==> config.mk <==
export PLATFORM = sky130hd
export DESIGN_NAME = rf_wake_ctrl
export DESIGN_NICKNAME = d
export VERILOG_FILES = /design/src/rtl/rf_wake_pkg.sv /design/src/rtl/rf_wake_rst_sync.sv /design/src/rtl/rf_wake_cfg.sv /design/src/rtl/rf_wake_cmp.sv /design/src/rtl/rf_wake_seq.sv /design/src/rtl/rf_wake_ctrl.sv
export SDC_FILE = /design/constraint.sdc
export NUM_CORES = 1
export LEC_CHECK = 0
export ABC_CLOCK_PERIOD_IN_PS = 1210
export BUFFER_PORTS_ARGS = -buffer_cell sky130_fd_sc_hd__clkbuf_2
export CAP_MARGIN = 20
export CORE_MARGIN = 1.5
export CORE_UTILIZATION = 30
export CTS_BUF_LIST = sky130_fd_sc_hd__clkbuf_8
export CTS_CLUSTER_DIAMETER = 100
export DETAILED_ROUTE_END_ITERATION = 6
export PLACE_DENSITY_LB_ADDON = 0.15
export SYNTH_ARGS = -nofsm -noshare
export SYNTH_HDL_FRONTEND = slang
export SYNTH_SLANG_ARGS = --single-unit
export TNS_END_PERCENT = 5
==> constraint.sdc <==
create_clock -name clk -period 1.21 [get_ports clk]
set_input_delay 0.0605 -clock clk [delete_from_list [all_inputs] [get_ports clk]]
set_output_delay 0.0605 -clock clk [all_outputs]
set_load 0.005 [all_outputs]
==> src/rtl/rf_wake_pkg.sv <==
package rf_wake_pkg;
  localparam int CODE_W = 3;
  localparam int CFG_W  = CODE_W + 1;
  localparam int THR_W  = 11;

  typedef enum logic [2:0] {
    ST_OFF    = 3'd0,
    ST_WAKING = 3'd1,
    ST_ARMED  = 3'd2,
    ST_ACTIVE = 3'd3,
    ST_LOCK   = 3'd4
  } wake_st_e;

  // Threshold in mV for a range-extend bit and code; 0 means detection off.
  function automatic logic [THR_W-1:0] thr_mv(input logic ext, input logic [CODE_W-1:0] code);
    logic [THR_W-1:0] v;
    case ({ext, code})
      4'b0001: v = 11'd480;
      4'b0010: v = 11'd350;
      4'b0011: v = 11'd250;
      4'b0100: v = 11'd220;
      4'b0101: v = 11'd190;
      4'b0110: v = 11'd180;
      4'b0111: v = 11'd170;
      4'b1001: v = 11'd1500;
      4'b1010: v = 11'd700;
      4'b1011: v = 11'd500;
      4'b1100: v = 11'd450;
      4'b1101: v = 11'd400;
      4'b1110: v = 11'd320;
      4'b1111: v = 11'd280;
      default: v = '0;
    endcase
    return v;
  endfunction
endpackage

==> src/rtl/rf_wake_rst_sync.sv <==
module rf_wake_rst_sync #(
  parameter int STAGES = 2
) (
  input  logic clk,
  input  logic arst_n,
  output logic srst_n
);
  logic [STAGES-1:0] sh_q;

  always_ff @(posedge clk or negedge arst_n) begin
    if (!arst_n) sh_q <= '0;
    else         sh_q <= {sh_q[STAGES-2:0], 1'b1};
  end

  assign srst_n = sh_q[STAGES-1];
endmodule

==> src/rtl/rf_wake_cfg.sv <==
module rf_wake_cfg
  import rf_wake_pkg::*;
(
  input  logic             clk,
  input  logic             aon_rst_n,
  input  logic             we,
  input  logic [CFG_W-1:0] wdata,
  output logic [CFG_W-1:0] cfg
);
  logic [CFG_W-1:0] cfg_q;
  logic [CFG_W-1:0] cfg_d;

  always_comb begin
    cfg_d = cfg_q;
    if (we) cfg_d = wdata;
  end

  always_ff @(posedge clk or negedge aon_rst_n) begin
    if (!aon_rst_n) cfg_q <= '0;
    else            cfg_q <= cfg_d;
  end

  assign cfg = cfg_q;
endmodule

==> src/rtl/rf_wake_cmp.sv <==
module rf_wake_cmp
  import rf_wake_pkg::*;
#(
  parameter int LVL_W = 11
) (
  input  logic [CFG_W-1:0] cfg,
  input  logic [LVL_W-1:0] level,
  output logic             hit
);
  localparam int CMP_W = (LVL_W > THR_W) ? LVL_W : THR_W;

  logic [CMP_W-1:0] lvl_ext;
  logic [CMP_W-1:0] thr_ext;
  logic             det_on;

  always_comb begin
    lvl_ext = CMP_W'(level);
    thr_ext = CMP_W'(thr_mv(cfg[CODE_W], cfg[CODE_W-1:0]));
    det_on  = |cfg[CODE_W-1:0];
    hit     = det_on && (lvl_ext > thr_ext);
  end
endmodule

==> src/rtl/rf_wake_seq.sv <==
module rf_wake_seq
  import rf_wake_pkg::*;
(
  input  logic clk,
  input  logic rst_n,
  input  logic hit,
  input  logic osc_stable,
  input  logic rx_start,
  input  logic host_en,
  output logic forced_en,
  output logic osc_ok,
  output logic field_above,
  output logic irq,
  output logic irq_field,
  output logic irq_rxs
);
  wake_st_e st_q, st_d;
  logic conf_q, conf_d;
  logic fa_q;
  logic irq_q, irq_d;
  logic irqf_q, irqf_d;
  logic irqr_q, irqr_d;

  always_comb begin
    st_d   = st_q;
    conf_d = conf_q;
    irqf_d = 1'b0;
    irqr_d = 1'b0;
    case (st_q)
      ST_OFF: begin
        conf_d = 1'b0;
        if (hit) st_d = ST_WAKING;
      end
      ST_WAKING: begin
        if (!hit) begin
          st_d   = ST_OFF;
          irqf_d = 1'b1;
        end else if (osc_stable) begin
          st_d   = ST_ARMED;
          irqf_d = 1'b1;
        end
      end
      ST_ARMED: begin
        if (!hit) begin
          st_d   = ST_OFF;
          irqf_d = 1'b1;
        end else if (rx_start) begin
          irqr_d = 1'b1;
          st_d   = (conf_q || host_en) ? ST_ACTIVE : ST_LOCK;
        end else if (host_en) begin
          conf_d = 1'b1;
        end
      end
      ST_ACTIVE: begin
        if (!hit) begin
          st_d   = ST_OFF;
          irqf_d = 1'b1;
        end else if (!host_en) begin
          st_d = ST_LOCK;
        end
      end
      ST_LOCK: begin
        if (!hit) st_d = ST_OFF;
      end
      default: st_d = ST_OFF;
    endcase
    irq_d = irqf_d | irqr_d;
  end

  always_ff @(posedge clk or negedge rst_n) begin
    if (!rst_n) begin
      st_q   <= ST_OFF;
      conf_q <= 1'b0;
      fa_q   <= 1'b0;
      irq_q  <= 1'b0;
      irqf_q <= 1'b0;
      irqr_q <= 1'b0;
    end else begin
      st_q   <= st_d;
      conf_q <= conf_d;
      fa_q   <= hit;
      irq_q  <= irq_d;
      irqf_q <= irqf_d;
      irqr_q <= irqr_d;
    end
  end

  assign forced_en   = (st_q == ST_WAKING) || (st_q == ST_ARMED);
  assign osc_ok      = (st_q == ST_ARMED) || (st_q == ST_ACTIVE);
  assign field_above = fa_q;
  assign irq         = irq_q;
  assign irq_field   = irqf_q;
  assign irq_rxs     = irqr_q;
endmodule

==> src/rtl/rf_wake_ctrl.sv <==
module rf_wake_ctrl
  import rf_wake_pkg::*;
#(
  parameter int LVL_W   = 11,
  parameter int SYNC_ST = 2
) (
  input  logic             clk,
  input  logic             rst_n,
  input  logic             aon_rst_n,
  input  logic             cfg_we_i,
  input  logic [CFG_W-1:0] cfg_wdata_i,
  input  logic [LVL_W-1:0] rf_level_i,
  input  logic             osc_stable_i,
  input  logic             rx_start_i,
  input  logic             host_en_i,
  output logic             int_en_o,
  output logic             field_above_o,
  output logic             osc_ok_o,
  output logic             irq_o,
  output logic             irq_field_o,
  output logic             irq_rxs_o
);
  logic             core_rst_n;
  logic             aon_srst_n;
  logic [CFG_W-1:0] cfg_q;
  logic [CODE_W-1:0] cfg_code;
  logic             hit;
  logic             forced_en;

  rf_wake_rst_sync #(.STAGES(SYNC_ST)) u_rs_core (
    .clk(clk), .arst_n(rst_n), .srst_n(core_rst_n)
  );

  rf_wake_rst_sync #(.STAGES(SYNC_ST)) u_rs_aon (
    .clk(clk), .arst_n(aon_rst_n), .srst_n(aon_srst_n)
  );

  rf_wake_cfg u_cfg (
    .clk(clk), .aon_rst_n(aon_srst_n), .we(cfg_we_i), .wdata(cfg_wdata_i), .cfg(cfg_q)
  );

  assign cfg_code = cfg_q[CODE_W-1:0];

  rf_wake_cmp #(.LVL_W(LVL_W)) u_cmp (
    .cfg(cfg_q), .level(rf_level_i), .hit(hit)
  );

  rf_wake_seq u_seq (
    .clk(clk), .rst_n(core_rst_n), .hit(hit), .osc_stable(osc_stable_i),
    .rx_start(rx_start_i), .host_en(host_en_i), .forced_en(forced_en),
    .osc_ok(osc_ok_o), .field_above(field_above_o), .irq(irq_o),
    .irq_field(irq_field_o), .irq_rxs(irq_rxs_o)
  );

  assign int_en_o = host_en_i | forced_en;
endmodule

# ---- Word level (Yosys, flattened, before mapping)
# Memories as Yosys holds them, arrays and structs flattened.
# Cells that the tools add are included.
dict set report totals {
  mem_bits_rw 0
  memories 1
  latchBits 0
  reg_bits 16
  mem_bits_ro 160
}
dict set report op_classes {
  n_div 0
  mul 0
  n_reduce_logical 10
  n_bitwise 2
  shift 0
  magnitude_cmp 1
  n_eq_ne 12
  n_addsub 0
  mux 21
}
# name depth width rd rd_ports_with_merged_regs write_ports line_no
set memory_table {}
lappend memory_table {{(name not given)} 16 10 1 0 0 rf_wake_pkg.sv:17} ;# case ({ext, code})
# op n
set op_table {}
lappend op_table {{2-to-1 mux 3 bit} 9}
lappend op_table {{case mux 3 bit (5 select lines)} 1}
lappend op_table {{greater-than comparator 11 bit} 1}
lappend op_table {{2-to-1 mux 1 bit} 9}
lappend op_table {{!= test 3 bit, second input constant} 3}
lappend op_table {{== test 3 x 2 -> 1 bit, second input constant} 2}
lappend op_table {{!= test 2 bit, second input constant} 3}
lappend op_table {{AND reduction 5 bit} 1}
lappend op_table {{!= test 2 x 1 -> 1 bit, second input constant} 2}
lappend op_table {{case mux 1 bit (2 select lines)} 2}
lappend op_table {{AND reduction 4 bit} 1}
lappend op_table {{== test 3 x 1 -> 1 bit, second input constant} 1}
lappend op_table {{== test 3 bit, second input constant} 1}
lappend op_table {{zero test 3 bit} 1}
lappend op_table {{logical OR 1 bit} 3}
lappend op_table {{OR reduction 3 bit} 1}
lappend op_table {{bitwise OR 1 bit} 2}
lappend op_table {{nonzero test 2 bit} 1}
lappend op_table {{OR reduction 2 bit} 1}
lappend op_table {{logical AND 1 bit} 1}

# ---- Longest topological paths before layout
# Gate-level depths: netlist of run 1.
# An unclocked memory read counts as a cell.
dict set report depth {
  depth_word 6
  ltp_mapped 11
}

# ---- By module
# Synthesis of run 1 repeated with hierarchy kept, for this count alone.
dict set report hier_totals {
  cells_unflattened 123
  area_unflattened_um2 1161.1
}
# module seq_area_each_um2 area_each_um2 cells_each n_inst
set by_module_without_submodules {}
lappend by_module_without_submodules {rf_wake_cmp 0.0 494.2 71 1}
lappend by_module_without_submodules {rf_wake_seq 200.2 407.9 37 1}
lappend by_module_without_submodules {rf_wake_cfg 100.1 145.1 8 1}
lappend by_module_without_submodules {rf_wake_rst_sync 50.0 53.8 3 2}
lappend by_module_without_submodules {rf_wake_ctrl 0.0 6.3 1 1}

# ---- Least setup slack after synthesis of run 1
# Ideal clock, no wire load.
dict set report synth_timing {
  path_kind {reg-to-reg}
  start {register u_cfg.cfg_q[1] (netlist: u_cfg.cfg[1])}
  end {register u_seq.conf_q}
  stages_incl_launch_ff 9
  arrival_ps 2401
  path_buffers 0
  synth_period_minus_slack_ps 2546
  path_slack_ps -1336
  setup_time_ps 145
  path_cell_list {dfrtp_1 -> inv_1 -> ha_1 -> mux4_2 -> ha_1 -> nand4_1 -> o41ai_4 -> or4_1 -> o22ai_2}
}
dict set report synth_between {
  elab_chain_len 5
  word_cells_on_any_way 6
  classes_between {1 x order compare; 1 x eq/ne; 3 x reduce/logical; 1 x memory}
}
# item line_no
set synth_lines {}
lappend synth_lines {{from (decl)} rf_wake_cfg.sv:10} ;# logic [CFG_W-1:0] cfg_q;
lappend synth_lines {{from (signal assigned)} rf_wake_cfg.sv:20} ;# else cfg_q <= cfg_d;
lappend synth_lines {{memory read (16 x 10 bit)} -}
lappend synth_lines {{greater-than comparator 11 bit} rf_wake_cmp.sv:20} ;# hit = det_on && (lvl_ext > thr_ext);
lappend synth_lines {{logical AND 1 bit (*)} rf_wake_cmp.sv:20}
lappend synth_lines {{!= test 2 x 1 -> 1 bit (no line) (*)} -}
lappend synth_lines {{AND reduction 4 bit (no line) (*)} -}
lappend synth_lines {{to (signal assigned)} rf_wake_seq.sv:80} ;# conf_q <= conf_d;
lappend synth_lines {{to (decl)} rf_wake_seq.sv:18} ;# logic conf_q, conf_d;
# Mark *: on every way between the ends. The rest lies on a longest branch, timed or not.
# A chain may end at the register's enable or synchronous reset.

# ---- Worst setup path in the final report of run 1
dict set report layout_timing {
  start {register u_cfg.cfg_q[0] (netlist: u_cfg.cfg[0])}
  end {register u_seq.irqf_q (netlist: u_seq.irq_field)}
}
dict set report layout_between {
  elab_chain_len 5
  word_cells_on_any_way 7
  classes_between {1 x order compare; 3 x mux; 2 x reduce/logical; 1 x memory}
}
# item line_no
set layout_lines {}
lappend layout_lines {{memory read (16 x 10 bit)} -}
lappend layout_lines {{greater-than comparator 11 bit} rf_wake_cmp.sv:20}
lappend layout_lines {{logical AND 1 bit (*)} rf_wake_cmp.sv:20}
lappend layout_lines {{2-to-1 mux 1 bit, on equally long branches} {rf_wake_seq.sv:44, rf_wake_seq.sv:55, rf_wake_seq.sv:35}}
lappend layout_lines {{case mux 1 bit (2 select lines) (*)} rf_wake_seq.sv:29} ;# case (st_q)
lappend layout_lines {{net u_seq.irqf_d} rf_wake_seq.sv:21} ;# logic irqf_q, irqf_d;
lappend layout_lines {{to (signal assigned)} rf_wake_seq.sv:83} ;# irqf_q <= irqf_d;
lappend layout_lines {{to (decl)} rf_wake_seq.sv:21}
# The timed path passes the listed nets; every way through them passes the cells marked *.

==> out/metrics.cfg, run 1 <==
[worst_setup_path]
worstPathCellList = inv_4 -> ha_4 -> mux4_2 -> ha_4 -> nand4_1 -> a211oi_2 -> a2111oi_4 -> buf_6 -> o31a_1
slowest_delay_ns = 0.49
cp_num_buf_inv = 2
cp-start-kind = flip-flop
critical_path.slowest_cell = mux4_2
path_common_cell = ha_4
path_class = reg -> reg
crit_path_max_fanout = 8
arrival_ns = 2.57
critical_path.top_delay_family = compound AO/OA/AOI/OAI gates
crit_required_ns = 1.34
end_kind = flip-flop

[timing]
worst_slack_ns = -1.23
skew_ns = 0.00415
finalHoldViolations = 0
timing.final.crit_share_pct = 202
setup-violations-final = 8
whs_ns = 0.0268
grt_setup_unrepaired = true
clock.fmax_ghz = 0.410
slew_violations = 0
post-route-min-period_ns = 2.44

[power_and_ir_drop]
p_leak_nw = 0.858
total_power_w = 0.00211
vdd.ir_drop.worst_v = 0.000714
power_density_mw_per_mm2 = 1170

[floorplanning]
start_util_pct = 32.2
die_height_um = 66.6
die_w_um = 66.6
io_pins = 28
rows = 22
dieArea_mm2 = 0.00444
core_area_mm2 = 0.00377

[routing]
wl_per_cell_um = 12.4
drt_iter0_drc = 18
vias_per_cell = 4.81
vias = 1125
antenna_left = 0
drc = 0
drt-total-wl_um = 2910
firstDrtPassIters = 4

[placed_design]
port_buffers = 27
post-dp-hpwl_um = 2360
place_congestion = 0.776
placed_cells = 224

[clock_tree]
cts_root_buffer = clkbuf_8
cts_sinks = 16
cts_buffer_depth = 2
clk_pin_slew_worst_paths_ns = 0.06
cts_tree = done
cts_buffers = 3
clock_latency_ns = 0.24
ctsHtreeMaxLevel = 1

[yosys]
synth-main-ff-cell = dfrtp_1
synth_area_mm2 = 0.00121
synth_edf_count = 0
ys_types = 36
ys_seq_area_share_pct = 33.0
avgSynthCellArea_um2 = 9.42
ys_top_cells_by_area = dfrtp_1 33%, ha_1 16%, nand2_1 4.6%
synth_top_area_share_pct = 33.0
synth-seq-cells = 16
async_reset_ff_share_pct = 100
yosys.area.top_type = dfrtp_1
ys_warn_count = 0
syn_inst = 129

[cells_and_area]
antenna_cells = 0
final_cell_mix = 27 x clkbuf_2, 25 x buf_4, 15 x nand2_1, 15 x dfrtp_1
area_growth_pct = 48.8
mostFrequentLayoutCell = clkbuf_2
layout-drive-gt1-share_pct = 45.7
stdcell_count = 234
nets = 225
final_util_pct = 47.9

[run_status]
violations = setup timing
status = finished, violations left

[grt]
grt_pass1_vias = 1084
overflow = 0
antenna_found_initial = 0
grt_pass1_wl_um = 4780
track_usage_pct = 14.3
grt_max_degree = 14

[worst_hold_path]
hold_class = in -> reg

[job]
maxCapViolCount = 0

path summary, 6_finish.rpt:
kind / start / to / slack (ns) / cells after the start
max in group asynchronous: u_rs_core.sh_q[1] / u_seq.field_above / 0.82 / 0
setup reg to reg: u_cfg.cfg[0] / u_seq.irq_field / -1.23 / 9
min in group asynchronous: u_rs_aon.sh_q[1] / u_cfg.cfg[2] / 0.06 / 0
hold reg to reg: u_rs_aon.sh_q[1] / u_cfg.cfg[2] / 0.06 / 0
setup / recovery: u_cfg.cfg[0] / u_seq.irq_field / -1.23 / 9
hold / removal: cfg_wdata_i[0] / u_cfg.cfg[0] / 0.03 / 3
worst min-delay path, stage by stage:
cell and delay, ns:
clkbuf_2 0.07, nand2_1 0.03, o21ai_0 0.06
power by group:
group	internal [W]	switching, W	total [W]
logic	0.000519	0.000466	0.000984
registers	0.000607	0.0000585	0.000666
clock network	0.000288	0.000170	0.000458
total	0.00141	0.000694	0.00211
cell families after synthesis:
kind of cell | Yosys count | synth area share (%)
fa+ha+maj | 16 | 16.5
xor+xnor | 1 | 0.721
simple gates | 44 | 18.5
other cells | 1 | 0.309
mux | 4 | 4.43
compound gates | 33 | 21.8
buf+inv | 14 | 4.74
flops | 16 | 33.0
through the flow:
step	worst slack, ns	TNS [ns]	cell area, µm²
2_1_floorplan	-1.26	-9.27	1250
3_3_place_gp	-1.28	-9.98	1600
3_5_place_dp	-1.35	-10.33	1600
4_1_cts	-1.27	-9.84	1700
5_1_grt	-1.35	-10.80	1810
6_report	-1.23	-9.63	1810
sequential cells by signal, summed over array words and instances (netlist names):
name / count
u_seq.irq: 1
u_cfg.cfg: 4
u_seq.irq_field: 1
u_seq.field_above: 1
u_seq.irq_rxs: 1
u_seq.conf_q: 1
u_rs_core.sh_q: 2
u_rs_aon.sh_q: 2
u_seq.st_q: 3
repair_timing:
action | in CTS | in global routing
pin swaps | 3 | 12
resized for setup | 3 | 16
setup endpoints to repair | 9 | 9
endpoints found under the hold margin | 4 | 0
hold buffers | 2 | 0
setup buffers | 2 | 4
Yosys cell counts (2+ instances only):
cell	count
a211oi_1	2
a211oi_2	2
a21oi_1	9
clkbuf_1	4
dfrtp_1	16
ha_1	16
inv_1	8
mux2i_1	2
nand2_1	15
nand2b_1	2
nor2_1	11
nor2b_1	6
nor4_1	2
o21ai_0	11
o31a_1	2
per-layer routing:
metal	GRT usage [%]	vias to the layer above	wire length [µm]
met1	17.5	535	1290
met5	0	-	0
met3	1.52	2	87
met2	26.3	23	1520
li1	-	565	-
met4	3.83	0	13
cell type report:
type / count / area, µm²
fill: 367 / 1960
clock buffer: 4 / 55.1
sequential: 16 / 402
timing repair buffer: 58 / 388
inverter: 8 / 32.5
multi-input combinational: 100 / 871
tap: 48 / 60.1
No activity file was read; power rests on OpenSTA's default activity.
==> run 2, diff against run 1 <==
RECOVER_POWER = 25   (was not set)
==> run 2 against run 1 <==
The run still ends with setup timing left. First-iteration DRC count is the same. Clock-buffer cell count stayed put. Non-clock buffer count unchanged. Power hardly changed. Critical path depth unchanged. Setup slack hardly changed. Critical endpoint unchanged. Largest power group unchanged. Highest routed layer unchanged.
==> out/metrics.cfg, run 2 (same netlist as run 1, synthesis figures left out) <==
[routing]
antenna_left = 0
vias_per_cell = 4.81
drc = 0
wl_per_cell_um = 12.4
drt_iter0_drc = 18
vias = 1125
drt-total-wl_um = 2910
firstDrtPassIters = 4

[clock_tree]
ctsHtreeMaxLevel = 1
cts_root_buffer = clkbuf_8
clock_latency_ns = 0.24
cts_buffers = 3
cts_tree = done
cts_buffer_depth = 2
cts_sinks = 16
clk_pin_slew_worst_paths_ns = 0.06

[cells_and_area]
largest_reg_flops = 4
layout-drive-gt1-share_pct = 44.6
nets = 225
final_util_pct = 47.9
antenna_cells = 0
stdcell_count = 234
area_growth_pct = 48.6
final_cell_mix = 25 x clkbuf_2, 25 x buf_4, 15 x nand2_1, 15 x dfrtp_1

[timing]
finalHoldViolations = 0
final.setup.tns_ns = -9.63
timing.final.crit_share_pct = 202
clock.fmax_ghz = 0.410
grt_setup_unrepaired = true
skew_ns = 0.00401
setup-violations-final = 8
post-route-min-period_ns = 2.44
slew_violations = 0
worst_slack_ns = -1.23

[worst_setup_path]
worstPathCellList = inv_4 -> ha_4 -> mux4_2 -> ha_4 -> nand4_1 -> a211oi_2 -> a2111oi_4 -> buf_6 -> o31a_1
path_class = reg -> reg
crit_path_max_fanout = 8
arrival_ns = 2.57
end_kind = flip-flop
critical_path.slowest_cell = mux4_2
slowest_delay_ns = 0.49
crit_required_ns = 1.34
cp_num_buf_inv = 2
path_common_cell = ha_4
critical_path.top_delay_family = compound AO/OA/AOI/OAI gates
cp-start-kind = flip-flop

[grt]
gr-usage-met2_pct = 26.3
antenna_found_initial = 0
grt_max_degree = 14
met3_usage_pct = 1.52
track_usage_pct = 14.3
grt_pass1_wl_um = 4780
overflow = 0
globalRouteMet1Util_pct = 17.5
grt_pass1_vias = 1084
busiest_layer = met2

[floorplanning]
dieArea_mm2 = 0.00444
start_util_pct = 32.2
die_height_um = 66.6
core_area_mm2 = 0.00377
io_pins = 28
die_w_um = 66.6
rows = 22

[power_and_ir_drop]
vdd.ir_drop.worst_v = 0.000714
p_leak_nw = 0.852
power_density_mw_per_mm2 = 1170

[job]
maxCapViolCount = 0

[placed_design]
placed_cells = 224
place_congestion = 0.776
post-dp-hpwl_um = 2360
dp_slack_ns = -1.35
port_buffers = 27

[run_status]
violations = setup timing
status = finished, violations left

[worst_hold_path]
hold_class = in -> reg

[run 2: cell types whose count changed in the layout (fill, tap and decap cells not counted)]
cell,delta
clkbuf_1,+2
clkbuf_2,-2
[run 2: cell type report]
class / count / area, µm²
Fill cell: 364 / 1970
Multi-Input combinational cell: 100 / 871
Sequential cell: 16 / 402
Timing Repair Buffer: 58 / 385
Tap cell: 48 / 60.1
Clock buffer: 4 / 55.1
Inverter: 8 / 32.5
[run 2: metal layers]
metal  vias to the layer above  share of wire, %
met2                        23                52
met3                         2               3.0
met5                         -                 0
met4                         0              0.45
met1                       535                44
li1                        565                 -
[run 2: what timing repair did]
| item | CTS | global route |
|---|---|---|
| endpoints found under the setup margin | 9 | 9 |
| hold buffers | 2 | 0 |
| buffers inserted | 2 | 4 |
| pin swaps | 3 | 12 |
| endpoints found under the hold margin | 4 | 0 |
| resized for setup | 3 | 16 |
[run 2: tightest hold or removal path: cells and delay by family]
| kind | cells | cell delay [ns] |
|---|---|---|
| buffers and inverters | 1 | 0.07 |
| AND/OR/NAND/NOR | 1 | 0.03 |
| AO/OA/AOI/OAI | 1 | 0.06 |
[run 2: final timing paths]
| kind | startpoint | end | slack (ns) | cells past startpoint |
|---|---|---|---|---|
| min in group asynchronous | u_rs_aon.sh_q[1] | u_cfg.cfg[2] | 0.06 | 0 |
| max in group asynchronous | u_rs_core.sh_q[1] | u_seq.field_above | 0.82 | 0 |
| hold / removal | cfg_wdata_i[0] | u_cfg.cfg[0] | 0.03 | 3 |
| setup / recovery | u_cfg.cfg[0] | u_seq.irq_field | -1.23 | 9 |
| hold reg to reg | u_rs_aon.sh_q[1] | u_cfg.cfg[2] | 0.06 | 0 |
| setup reg to reg | u_cfg.cfg[0] | u_seq.irq_field | -1.23 | 9 |
[run 2: stage by stage]
step | power (W) | cell area, µm² | hold slack [ns]
2_1_floorplan | 0.00116 | 1250 | -0.235
3_3_place_gp | 0.00149 | 1600 | -0.153
3_5_place_dp | 0.00151 | 1600 | -0.151
4_1_cts | 0.00202 | 1700 | 0.0213
5_1_grt | 0.00228 | 1810 | 0.0479
6_report | 0.00211 | 1810 | 0.0267
[run 2: power breakdown]
| group | total [W] | switching, W | leakage [nW] | internal, W |
|---|---|---|---|---|
| Sequential | 0.000666 | 0.0000585 | 0.198 | 0.000607 |
| Clock | 0.000458 | 0.000170 | 0.0288 | 0.000288 |
| Combinational | 0.000983 | 0.000466 | 0.625 | 0.000518 |
==> run 3, diff against run 2 <==
CTS_BUF_LIST = sky130_fd_sc_hd__clkbuf_16   (was sky130_fd_sc_hd__clkbuf_8)
==> run 3 against run 2 <==
Combinational power is essentially flat. The flow still finishes with violations (setup timing). Register-to-register slack is essentially flat. Clock power grew 38%. Wire length grew 1.1%. Flip-flop and latch count is the same. Largest power group unchanged. Die area is the same. Highest routed layer unchanged. Power grew 8.4%.
==> out/metrics.cfg, run 3 (same netlist as run 1, synthesis figures left out) <==
[run_status]
status = finished, violations left
violations = setup timing

[clock_tree]
cts_buffer_depth = 2
clk_pin_slew_worst_paths_ns = 0.05
cts_buffers = 3
cts_root_buffer = clkbuf_16
cts_tree = done
clock_latency_ns = 0.24
cts_sinks = 16
ctsHtreeMaxLevel = 1

[worst_setup_path]
crit_required_ns = 1.34
arrival_ns = 2.57
path_class = reg -> reg
cp-start-kind = flip-flop
end_kind = flip-flop
crit_path_max_fanout = 8

[cells_and_area]
area_growth_pct = 50.6
final_cell_mix = 25 x clkbuf_2, 25 x buf_4, 15 x nand2_1, 15 x dfrtp_1
fillCellCount = 360
final-seq-area_um2 = 402
antenna_cells = 0
multi_input_area_um2 = 871
stdcell_area_mm2 = 0.00183
layout-drive-gt1-share_pct = 44.1
largest_reg_flops = 4
nets = 225

[timing]
setup-violations-final = 8
slew_violations = 0
post-route-min-period_ns = 2.44
worst_slack_ns = -1.23
clock.fmax_ghz = 0.410
skew_ns = 0.00725
finalHoldViolations = 0
timing.final.crit_share_pct = 201
grt_setup_unrepaired = true

[job]
maxCapViolCount = 0

[routing]
antenna_left = 0
drt_iter0_drc = 20
firstDrtPassIters = 4
drc = 0
wl_per_cell_um = 12.6
vias_per_cell = 4.82
drt-total-wl_um = 2940
vias = 1129

[power_and_ir_drop]
internal_power_w = 0.00156
vdd.ir_drop.worst_v = 0.000880
pwr-share-seq_pct = 29.2
p_sw_share_pct = 31.6
p_leak_nw = 0.862
power.switching_w = 0.000721
p_comb_share_pct = 43.2
pwr-share-clk_pct = 27.7
power_density_mw_per_mm2 = 1250

[placed_design]
dp_slack_ns = -1.35
post-dp-hpwl_um = 2360
port_buffers = 27
place_congestion = 0.776
dpl-instance-area_mm2 = 0.00160

[floorplanning]
rows = 22
start_util_pct = 32.2
io_pins = 28
die_w_um = 66.6
die_height_um = 66.6
dieArea_mm2 = 0.00444
core_area_mm2 = 0.00377

[grt]
grt_max_degree = 14
track_usage_pct = 14.2
grt_pass1_vias = 1091
overflow = 0
antenna_found_initial = 0
grt_pass1_wl_um = 4800

[worst_hold_path]
hold_class = in -> reg

==> run 3: changes by cell type in the layout (fill, tap and decap cells not counted) <==
cell,change
clkinv_1,+1
clkbuf_16,+3
clkbuf_8,-4
==> run 3: path summary, 6_finish.rpt <==
| kind | startpoint | cells past startpoint | end | slack, ns |
|---|---|---|---|---|
| setup / recovery | u_cfg.cfg[0] | 9 | u_seq.irq_field | -1.23 |
| hold / removal | cfg_wdata_i[0] | 3 | u_cfg.cfg[0] | 0.03 |
| setup reg to reg | u_cfg.cfg[0] | 9 | u_seq.irq_field | -1.23 |
| hold reg to reg | u_rs_aon.sh_q[1] | 0 | u_cfg.cfg[2] | 0.06 |
| max in group asynchronous | u_rs_core.sh_q[1] | 0 | u_seq.field_above | 0.82 |
| min in group asynchronous | u_rs_aon.sh_q[1] | 0 | u_cfg.cfg[2] | 0.06 |
==> run 3: timing repair <==
item                       4_1_cts  5_1_grt
hold endpoints to repair         4        0
pin swaps                        3       11
hold buffers                     2        0
buffers inserted                 2        4
gates resized for setup          3       16
setup endpoints to repair        9        9
==> run 3: cell type report <==
type / count / share of cell area (%)
sequential: 16 / 22.0
timing repair buffer: 58 / 21.1
inverter: 8 / 1.78
multi-input combinational: 100 / 47.6
clock buffer: 3 / 4.10
clock inverter: 1 / 0.205
tap: 48 / 3.28
==> run 3: through the flow <==
| step | TNS (ns) | power, W | cells | utilization [%] | hold slack [ns] |
|---|---|---|---|---|---|
| 2_1_floorplan | -9.27 | 0.00116 | 130 | - | -0.235 |
| 3_3_place_gp | -9.98 | 0.00149 | 224 | 42.4 | -0.153 |
| 3_5_place_dp | -10.33 | 0.00151 | 224 | 42.4 | -0.151 |
| 4_1_cts | -9.83 | 0.00218 | 231 | 45.6 | 0.0300 |
| 5_1_grt | -10.74 | 0.00245 | 234 | 48.5 | 0.0605 |
| 6_report | -9.62 | 0.00228 | 234 | 48.5 | 0.0319 |
==> run 3: power by group through the flow <==
stage          clock, W  combinational (W)  sequential, W
3_3_place_gp          0           0.000817       0.000671
2_1_floorplan         0           0.000507       0.000653
3_5_place_dp          0           0.000839       0.000671
4_1_cts        0.000646           0.000872       0.000666
6_report       0.000632           0.000986       0.000666
5_1_grt        0.000682            0.00109       0.000677
==> run 3: per-layer routing <==
layer	vias up	global-route usage [%]	share of wire, %
met5	-	0	0
met4	0	3.06	0.92
met3	4	1.52	3.3
met2	26	26.5	50
met1	534	17.4	46
li1	565	-	-
==> run 3: critical path, cell delays in order, from the launching register on <==
cell	delay, ns
dfrtp_1	0.40
inv_4	0.08
ha_4	0.17
mux4_2	0.49
ha_4	0.29
nand4_1	0.13
a211oi_2	0.32
a2111oi_4	0.06
buf_6	0.15
o31a_1	0.23
